**src/rtl/trc_pkg.sv**
```systemverilog
`timescale 1ns/1ps
package trc_pkg;
   typedef enum logic [1:0] {
      MODE_RUN  = 2'b00,
      MODE_REQ  = 2'b01,
      MODE_HALT = 2'b10
   } trc_mode_e;
endpackage

```
**src/rtl/trc_count_reg.sv**
```systemverilog
`timescale 1ns/1ps
// Stored step budget with legality check on write.
module trc_count_reg #(
   parameter int CNT_W = 16
) (
   input  logic             clk,
   input  logic             rst_n,
   input  logic             wr_en,
   input  logic [CNT_W-1:0] wr_data,
   input  logic             seq_mode,
   output logic [CNT_W-1:0] count_q,
   output logic             err_q
);
   localparam logic [CNT_W-1:0] RST_COUNT = CNT_W'(1);

   logic is_zero;
   logic accept;

   assign is_zero = (wr_data == '0);
   assign accept  = wr_en && (!is_zero || seq_mode);

   always_ff @(posedge clk) begin
      if (!rst_n) begin
         count_q <= RST_COUNT;
         err_q   <= 1'b0;
      end else if (accept) begin
         count_q <= wr_data;
         err_q   <= 1'b0;
      end else if (wr_en) begin
         err_q   <= 1'b1;
      end
   end

   AST_ZERO_REFUSED: assert property (@(posedge clk) disable iff (!rst_n)
      wr_en && is_zero && !seq_mode |=> $stable(count_q) && err_q);
   AST_ZERO_SEQ_OK: assert property (@(posedge clk) disable iff (!rst_n)
      wr_en && is_zero && seq_mode |=> (count_q == '0) && !err_q);
endmodule

```
**src/rtl/trc_down_counter.sv**
```systemverilog
`timescale 1ns/1ps
// Remaining-instruction counter, armed on release, expires one past zero.
module trc_down_counter #(
   parameter int CNT_W = 16
) (
   input  logic             clk,
   input  logic             rst_n,
   input  logic             arm,
   input  logic [CNT_W-1:0] load_val,
   input  logic             step,
   output logic             fire
);
   localparam logic [CNT_W-1:0] DEC = CNT_W'(1);

   logic [CNT_W-1:0] rem_q;
   logic             armed_q;
   logic             at_zero;

   assign at_zero = (rem_q == '0);
   assign fire    = armed_q && step && at_zero;

   always_ff @(posedge clk) begin
      if (!rst_n) begin
         rem_q   <= '0;
         armed_q <= 1'b0;
      end else if (arm) begin
         rem_q   <= load_val;
         armed_q <= 1'b1;
      end else if (armed_q && step) begin
         if (at_zero) armed_q <= 1'b0;
         else         rem_q   <= rem_q - DEC;
      end
   end

   AST_EXPIRE_DISARMS: assert property (@(posedge clk) disable iff (!rst_n)
      fire && !arm |=> !armed_q);
   AST_IDLE_STAYS: assert property (@(posedge clk) disable iff (!rst_n)
      !armed_q && !arm |=> !armed_q);
   AST_NO_STEP_HOLD: assert property (@(posedge clk) disable iff (!rst_n)
      !step && !arm |=> $stable(rem_q));
   AST_ARM_RELOAD: assert property (@(posedge clk) disable iff (!rst_n)
      arm |=> armed_q && (rem_q == $past(load_val)));
endmodule

```
**src/rtl/trc_mode_ctl.sv**
```systemverilog
`timescale 1ns/1ps
// Processor mode tracking: running, halt requested, halted.
module trc_mode_ctl
   import trc_pkg::*;
#(
   parameter bit RESET_HALT_EN = 1'b1
) (
   input  logic      clk,
   input  logic      rst_n,
   input  logic      halt_on_reset,
   input  logic      fire,
   input  logic      dbg_ack,
   input  logic      dbg_exit,
   output trc_mode_e mode_q,
   output logic      exit_ok
);
   trc_mode_e rst_mode;
   trc_mode_e mode_d;

   generate
      if (RESET_HALT_EN) begin : g_rst_halt
         assign rst_mode = halt_on_reset ? MODE_HALT : MODE_RUN;
      end else begin : g_rst_run
         assign rst_mode = MODE_RUN;
      end
   endgenerate

   assign exit_ok = dbg_exit && (mode_q == MODE_HALT);

   always_comb begin
      mode_d = mode_q;
      unique case (mode_q)
         MODE_RUN:  if (fire)    mode_d = MODE_REQ;
         MODE_REQ:  if (dbg_ack) mode_d = MODE_HALT;
         MODE_HALT: if (exit_ok) mode_d = MODE_RUN;
         default:                mode_d = MODE_RUN;
      endcase
   end

   always_ff @(posedge clk) begin
      if (!rst_n) mode_q <= rst_mode;
      else        mode_q <= mode_d;
   end

   AST_REQ_HOLD: assert property (@(posedge clk) disable iff (!rst_n)
      mode_q == MODE_REQ && !dbg_ack |=> mode_q == MODE_REQ);
   AST_ACK_HALTS: assert property (@(posedge clk) disable iff (!rst_n)
      mode_q == MODE_REQ && dbg_ack |=> mode_q == MODE_HALT);
   AST_EXIT_RUNS: assert property (@(posedge clk) disable iff (!rst_n)
      mode_q == MODE_HALT && dbg_exit |=> mode_q == MODE_RUN);
   AST_HALT_WAITS: assert property (@(posedge clk) disable iff (!rst_n)
      mode_q == MODE_HALT && !dbg_exit |=> mode_q == MODE_HALT);
endmodule

```
**src/rtl/trace_step_counter.sv**
```systemverilog
`timescale 1ns/1ps
// Debug trace instruction counter top.
module trace_step_counter
   import trc_pkg::*;
#(
   parameter int CNT_W         = 16,
   parameter bit RESET_HALT_EN = 1'b1
) (
   input  logic             clk,
   input  logic             rst_n,
   input  logic             cnt_wr_en,
   input  logic [CNT_W-1:0] cnt_wr_data,
   input  logic             ctl_trace_en,
   input  logic             ctl_seq_mode,
   input  logic             ctl_halt_on_reset,
   input  logic             retire,
   input  logic             dbg_exit,
   input  logic             dbg_ack,
   input  logic             stat_access,
   output logic             dbg_req,
   output logic             trace_hit,
   output logic [1:0]       cpu_mode,
   output logic             load_err
);
   generate
      if (CNT_W < 2 || CNT_W > 32) begin : g_bad_width
         $error("trace_step_counter: CNT_W must lie in 2..32");
      end
   endgenerate

   logic [CNT_W-1:0] count_q;
   trc_mode_e        mode_q;
   logic             exit_ok;
   logic             arm;
   logic             step;
   logic             fire;
   logic             hit_q;

   trc_count_reg #(.CNT_W(CNT_W)) u_count (
      .clk      (clk),
      .rst_n    (rst_n),
      .wr_en    (cnt_wr_en),
      .wr_data  (cnt_wr_data),
      .seq_mode (ctl_seq_mode),
      .count_q  (count_q),
      .err_q    (load_err)
   );

   assign arm  = exit_ok && ctl_trace_en;
   assign step = retire && (mode_q == MODE_RUN);

   trc_down_counter #(.CNT_W(CNT_W)) u_down (
      .clk      (clk),
      .rst_n    (rst_n),
      .arm      (arm),
      .load_val (count_q),
      .step     (step),
      .fire     (fire)
   );

   trc_mode_ctl #(.RESET_HALT_EN(RESET_HALT_EN)) u_mode (
      .clk           (clk),
      .rst_n         (rst_n),
      .halt_on_reset (ctl_halt_on_reset),
      .fire          (fire),
      .dbg_ack       (dbg_ack),
      .dbg_exit      (dbg_exit),
      .mode_q        (mode_q),
      .exit_ok       (exit_ok)
   );

   always_ff @(posedge clk) begin
      if (!rst_n)           hit_q <= 1'b0;
      else if (fire)        hit_q <= 1'b1;
      else if (stat_access) hit_q <= 1'b0;
   end

   assign trace_hit = hit_q;
   assign dbg_req   = (mode_q == MODE_REQ);
   assign cpu_mode  = mode_q;

   AST_HIT_WITH_REQ: assert property (@(posedge clk) disable iff (!rst_n)
      fire |=> trace_hit && dbg_req);
   AST_HIT_STICKY: assert property (@(posedge clk) disable iff (!rst_n)
      trace_hit && !stat_access |=> trace_hit);
   AST_HIT_CLEAR: assert property (@(posedge clk) disable iff (!rst_n)
      stat_access && !fire |=> !trace_hit);
   AST_NO_TRACE_NO_REQ: assert property (@(posedge clk) disable iff (!rst_n)
      exit_ok && !ctl_trace_en |=> !dbg_req);
   AST_MODE_LEGAL: assert property (@(posedge clk) disable iff (!rst_n)
      cpu_mode != 2'b11);
endmodule

```
**config.mk**
```make
export PLATFORM = sky130hd
export DESIGN_NAME = trace_step_counter
export DESIGN_NICKNAME = d
export VERILOG_FILES = /design/src/rtl/trc_pkg.sv /design/src/rtl/trc_count_reg.sv /design/src/rtl/trc_down_counter.sv /design/src/rtl/trc_mode_ctl.sv /design/src/rtl/trace_step_counter.sv
export SDC_FILE = /design/constraint.sdc
export NUM_CORES = 1
export LEC_CHECK = 0
export ABC_AREA = 0
export BUFFER_PORTS_ARGS = -buffer_cell sky130_fd_sc_hd__buf_2
export CORE_AREA = 2 2 61 63
export CTS_CLUSTER_DIAMETER = 60
export CTS_CLUSTER_SIZE = 12
export DETAILED_ROUTE_END_ITERATION = 7
export DIE_AREA = 0 0 63 65
export GPL_TIMING_DRIVEN = 1
export PLACE_DENSITY_LB_ADDON = 0.12
export SLEW_MARGIN = 15
export SYNTH_ARGS = -nofsm -noshare
export SYNTH_HDL_FRONTEND = slang
export SYNTH_SLANG_ARGS = --single-unit
```
**constraint.sdc**
```tcl
create_clock -name clk -period 2.45 [get_ports clk]
set_input_delay 0.245 -clock clk [delete_from_list [all_inputs] [get_ports clk]]
set_output_delay 0.245 -clock clk [all_outputs]
set_load 0.01 [all_outputs]
```
Word level (Yosys, flattened, before mapping)
Cells that the tools add are included.
Storage, ports and cells
  flip-flop bits (word level): 37
  output and inout bits: 5
  logic and storage cells: 46
Operators by class
  $add $sub $neg: 1
  reductions and logical operators: 18
  bitwise logic cells: 1
  equal/unequal tests: 6
  multiplexer cells: 14
Operator list (count)
  $mux W16: 3
  $logic_not A16 Y1: 2
  $sub A16 B1 Y16 const B: 1
  $mux W2: 5
  $ne A3 B3 Y1 const B: 3
  $logic_and A1 B1 Y1: 6
  $pmux W2 S3: 1
  $reduce_bool A2 Y1: 3
  $mux W1: 5
  $reduce_and A2 Y1: 2
  $reduce_and A3 Y1: 1
  $eq A2 B1 Y1 const B: 1
  $eq A2 B2 Y1 const B: 1
  $logic_not A2 Y1: 1
  $ne A2 B2 Y1 const B: 1
  $reduce_or A2 Y1: 1
  $logic_not A1 Y1: 1
  $logic_or A1 B1 Y1: 1
  $not A1 Y1: 1

Logic depth before layout (Yosys ltp)
  depth in word-level cells: 7
  depth in mapped cells: 7
  mapped depth without buffers: 7

Hierarchy
From an unflattened synthesis, not the netlist that was laid out.
Second synthesis, totals
  cell total of the unflattened synthesis: 262
  area total of the unflattened synthesis: 2223.4 µm²
By module, submodules not included
  trc_down_counter: seq. area each 340.3 µm², area an instance 1242.4 µm², times used 1, cells an instance 156
  trc_count_reg: seq. area each 340.3 µm², area an instance 797.0 µm², times used 1, cells an instance 90
  trc_mode_ctl: seq. area each 60.1 µm², area an instance 122.6 µm², times used 1, cells an instance 10
  trace_step_counter: seq. area each 20.0 µm², area an instance 61.3 µm², times used 1, cells an instance 6

Worst setup path before layout
OpenSTA, ideal clock, no wires.
  path type: register -> register
  from: reg u_down.rem_q[2]
  to: reg u_mode.mode_q[0], enable pin
  setup time: 0.327 ns
  stages on the path, launching flop included: 5
  slack: 0.540 ns
  period minus slack after synthesis: 1.910 ns
  arrival: 1.582 ns
  buffers on the path: 0
  cells stage by stage: dfxtp_1 -> or4_4 -> nor4_4 -> a221oi_1 -> o21ai_0
Between the ends
  cells in the longest elaborated chain, start to end: 4
Ends and longest elaborated chain
  start: declaration: RTL line trc_down_counter.sv:15  | logic [CNT_W-1:0] rem_q;
  start signal: assignment: RTL line trc_down_counter.sv:27  | rem_q <= load_val;
  start signal: assignment: RTL line trc_down_counter.sv:31  | else rem_q <= rem_q - DEC;
  $logic_not A16 Y1: RTL line trc_down_counter.sv:19  | assign at_zero = (rem_q == '0);
  $logic_and A1 B1 Y1: RTL line trc_down_counter.sv:20  | assign fire = armed_q && step && at_zero;
  $ne A3 B3 Y1 (no source line)
  $reduce_and A3 Y1 (no source line)
  end signal: assignment: RTL line trc_mode_ctl.sv:41  | if (!rst_n) mode_q <= rst_mode;
  end signal: assignment: RTL line trc_mode_ctl.sv:42  | else mode_q <= mode_d;
  end: declaration: RTL line trc_mode_ctl.sv:14  | output trc_mode_e mode_q,
No other way between the ends.
A chain may end at the register's enable or synchronous reset.

Worst setup path in the final report
  from: reg u_down.rem_q[2]
  to: reg u_mode.mode_q[1], enable pin
Same word-level chain as after synthesis.

==> reports/metrics.json <==
{
  "run_status": {"value": "finished clean"},
  "synth.most_common_cell": {"value": "dfxtp_1"},
  "power-per-cell-area": {"value": 680, "unit": "nW/µm²"},
  "setup.worst_path.class": {"value": "flop to flop"},
  "cts-htree-levels": {"value": 2},
  "postSynthRegisterBits": {"value": 37},
  "crit_required": {"value": 2.48, "unit": "ns"},
  "hold_path.startpoint": {"value": "cnt_wr_data[15]"},
  "count_of_mapped_cells_out_of_synthesis": {"value": 221},
  "clock-sinks": {"value": 37},
  "postSynthNetCount": {"value": 248},
  "vias": {"value": 1739},
  "timing_worst_slew_pin_value": {"value": 0.739, "unit": "ns"},
  "grt.total_usage": {"value": 23.6, "unit": "%"},
  "clk_root_buffer_cell": {"value": "clkbuf_4"},
  "critical_path.reg2reg.startpoint": {"value": "u_down.rem_q[2]$_SDFFE_PN0P_"},
  "clkLatencyLatePin": {"value": 0.34, "unit": "ns"},
  "via_count_of_the_first_global_routing_pass": {"value": 1627},
  "cts.reportedPaths.clkPinSlew": {"value": 0.11, "unit": "ns"},
  "ys.warnings.count": {"value": 0},
  "initialDrtViolationCount": {"value": 99},
  "syn_area": {"value": 1850, "unit": "µm²"},
  "timing.critical_path.arrival": {"value": 2.11, "unit": "ns"},
  "synth_edf_count": {"value": 2},
  "grt_first_pass_wirelength": {"value": 7600, "unit": "µm"},
  "pin_count_of_the_biggest_net_entering_global_routing": {"value": 27},
  "die_area": {"value": 4100, "unit": "µm²"},
  "synthFlopType": {"value": "dfxtp_1"},
  "slew_violations": {"value": 0},
  "flow.area_growth_from_synthesis": {"value": 15.2, "unit": "%"},
  "floorplan.die.height": {"value": 65, "unit": "µm"},
  "placed_area": {"value": 2040, "unit": "µm²"},
  "number_of_antenna_violations_at_the_first_check_in_global_routing": {"value": 0},
  "synth_xor_xnor_area_share": {"value": 2.84, "unit": "%"},
  "hold_class": {"value": "input pin to flop"},
  "gpl.final_weighted_congestion": {"value": 0.862},
  "vias_cell": {"value": 5.84},
  "finalSetupViolations": {"value": 0},
  "layout-drive-gt1-share": {"value": 21.2, "unit": "%"},
  "drc": {"value": 0},
  "max_cap_viol_count": {"value": 0},
  "setup_repair_after_global_routing_missed_its_margin": {"value": "no"},
  "finalCritPeriodShare": {"value": 85.0, "unit": "%"},
  "tritoncts": {"value": "yes"},
  "place.port_buffers": {"value": 30},
  "totalNegativeSetupSlack": {"value": 0, "unit": "ns"},
  "critical_path.max_fanout": {"value": 7},
  "antenna_left": {"value": 0},
  "worst_setup_path_start_kind": {"value": "flop"},
  "synthMuxAreaShare": {"value": 1.22, "unit": "%"},
  "worst_setup_path_end_kind": {"value": "flop"},
  "unique_masters_post_synth": {"value": 45},
  "cts-resized-gates": {"value": 0},
  "synthSimpleGateAreaFrac": {"value": 30.3, "unit": "%"},
  "coreArea": {"value": 3500, "unit": "µm²"},
  "number_of_setup_buffers_added_after_cts": {"value": 0},
  "finalWirelength": {"value": 4320, "unit": "µm"},
  "power.leakage": {"value": 0.860, "unit": "nW"},
  "grt.overflow.total": {"value": 0},
  "ctsLongestPathBuffers": {"value": 2},
  "inserted_clock_buffers": {"value": 5},
  "initial_utilization": {"value": 52.9, "unit": "%"},
  "routedWlPerCell": {"value": 14.5, "unit": "µm"},
  "crit_start": {"value": "u_down.rem_q[2]$_SDFFE_PN0P_"},
  "worst_slew_margin_rel": {"value": 50.7, "unit": "%"},
  "synth-adder-area-share": {"value": 0.677, "unit": "%"},
  "synth.top_cell.area_share": {"value": 37.9, "unit": "%"},
  "synth_area_leaders": {"value": "dfxtp_1 38%, nand2_1 6.7%, a21oi_1 4.6%"},
  "syn_avg_cell_area": {"value": 8.36, "unit": "µm²"},
  "boundaryPins": {"value": 31},
  "fp-row-count": {"value": 22},
  "fin_skew": {"value": 0.00314, "unit": "ns"},
  "synth.yosys.seq_area_share": {"value": 41.2, "unit": "%"},
  "largest_family_of_logic_cells_by_synthesized_area": {"value": "simple AND/OR/NAND/NOR gates"},
  "detail_route.first_pass.iterations": {"value": 4},
  "period_needed": {"value": 2.08, "unit": "ns"},
  "synth_area_leader_cell": {"value": "dfxtp_1"},
  "post_route_cell_area": {"value": 2130, "unit": "µm²"},
  "synthArstFlopShare": {"value": 0, "unit": "%"},
  "nFillCells": {"value": 355},
  "ctsHoldBuffers": {"value": 0},
  "worst_vdd_ir": {"value": 0.000303, "unit": "V"},
  "achievable_frequency": {"value": 480, "unit": "MHz"},
  "hold_violations_final": {"value": 0},
  "postLayoutCoreUtil": {"value": 60.9, "unit": "%"},
  "synth_compound_gate_area_share": {"value": 20.2, "unit": "%"},
  "dpl.hpwl": {"value": 3120, "unit": "µm"},
  "total_power": {"value": 1.45, "unit": "mW"},
  "diodes": {"value": 0},
  "chipWidth": {"value": 63, "unit": "µm"},
  "synthTopCellsByCount": {"value": "35 x dfxtp_1, 33 x nand2_1, 17 x a21oi_1"},
  "finish.net_count": {"value": 276}
}
metrics by stage:
| step | hold slack, ns | setup slack [ns] | cells |
|---|---|---|---|
| 6_report | 0.128 | 0.368 | 298 |
| 3_3_place_gp | 0.447 | 0.462 | 290 |
| 4_1_cts | 0.119 | 0.353 | 298 |
| 5_1_grt | 0.132 | 0.235 | 298 |
| 2_1_floorplan | 0.375 | 0.540 | 221 |
| 3_5_place_dp | 0.451 | 0.358 | 290 |
flip-flops by register name, summed over array words and instances, names as in the netlist:
register and cells:
trace_hit 1, u_count.err_q 1, u_mode.mode_q 2, u_down.rem_q 16
u_count.count_q 16, u_down.armed_q 1
final timing paths:
check / endpoint / slack, ns / depth (start not counted)
max: u_mode.mode_q[1]$_DFFE_PP_ / 0.37 / 4
min: u_count.count_q[15]$_SDFFE_PN0P_ / 0.13 / 3
max reg2reg: u_mode.mode_q[1]$_DFFE_PP_ / 0.37 / 4
min reg2reg: u_count.count_q[12]$_SDFFE_PN0P_ / 0.46 / 2
per-layer routing:
| metal | GRT usage, % | wire length [µm] |
|---|---|---|
| met1 | 30.4 | 2010 |
| met2 | 38.7 | 1930 |
| met3 | 5.03 | 312 |
| met4 | 8.89 | 60 |
| met5 | 0 | 0 |
final cells by class:
class / instances / area, µm² / area share [%]
timing repair buffer: 33 / 173 / 8.11
sequential: 37 / 761 / 35.7
tap: 48 / 60.1 / 2.82
clock buffer: 7 / 55.1 / 2.59
inverter: 5 / 18.8 / 0.881
clock inverter: 1 / 30.0 / 1.41
multi-input combinational: 167 / 1030 / 48.5
cells in the final DEF, fill, tap and decap left out, drive strengths merged, types with 2 or more instances in the layout:
cell type,n
inv,5
or4,3
o311ai,3
a22oi,5
mux2,2
dfxtp,35
xor2,6
o22ai,4
a32oi,3
a21oi,17
edfxtp,2
or3,2
nand4,4
nand3,16
nor3,5
o21ai,15
clkbuf,7
nor2,13
nand2,33
nor2b,3
buf,33
nand2b,2
a31oi,3
nor4,12
critical path: stages (launching register included):
cell      delay (ns)
dfxtp_1         0.37
or4_4           0.61
nor4_4          0.37
a221oi_1        0.12
o21ai_0         0.30
report_power, final:
group | switching (mW) | internal [mW]
combinational | 0.178 | 0.136
clock | 0.204 | 0.244
sequential | 0.0401 | 0.647
total | 0.422 | 1.03
kinds of logic (layout without fill, tap and decap cells):
group           Yosys count  after routing
simple gates            100            100
compound gates           58             58
flops                    37             37
buf+inv                  17             46
xor+xnor                  6              6
mux                       2              2
fa+ha+maj                 1              1
Power figures use the tool's default switching activity.
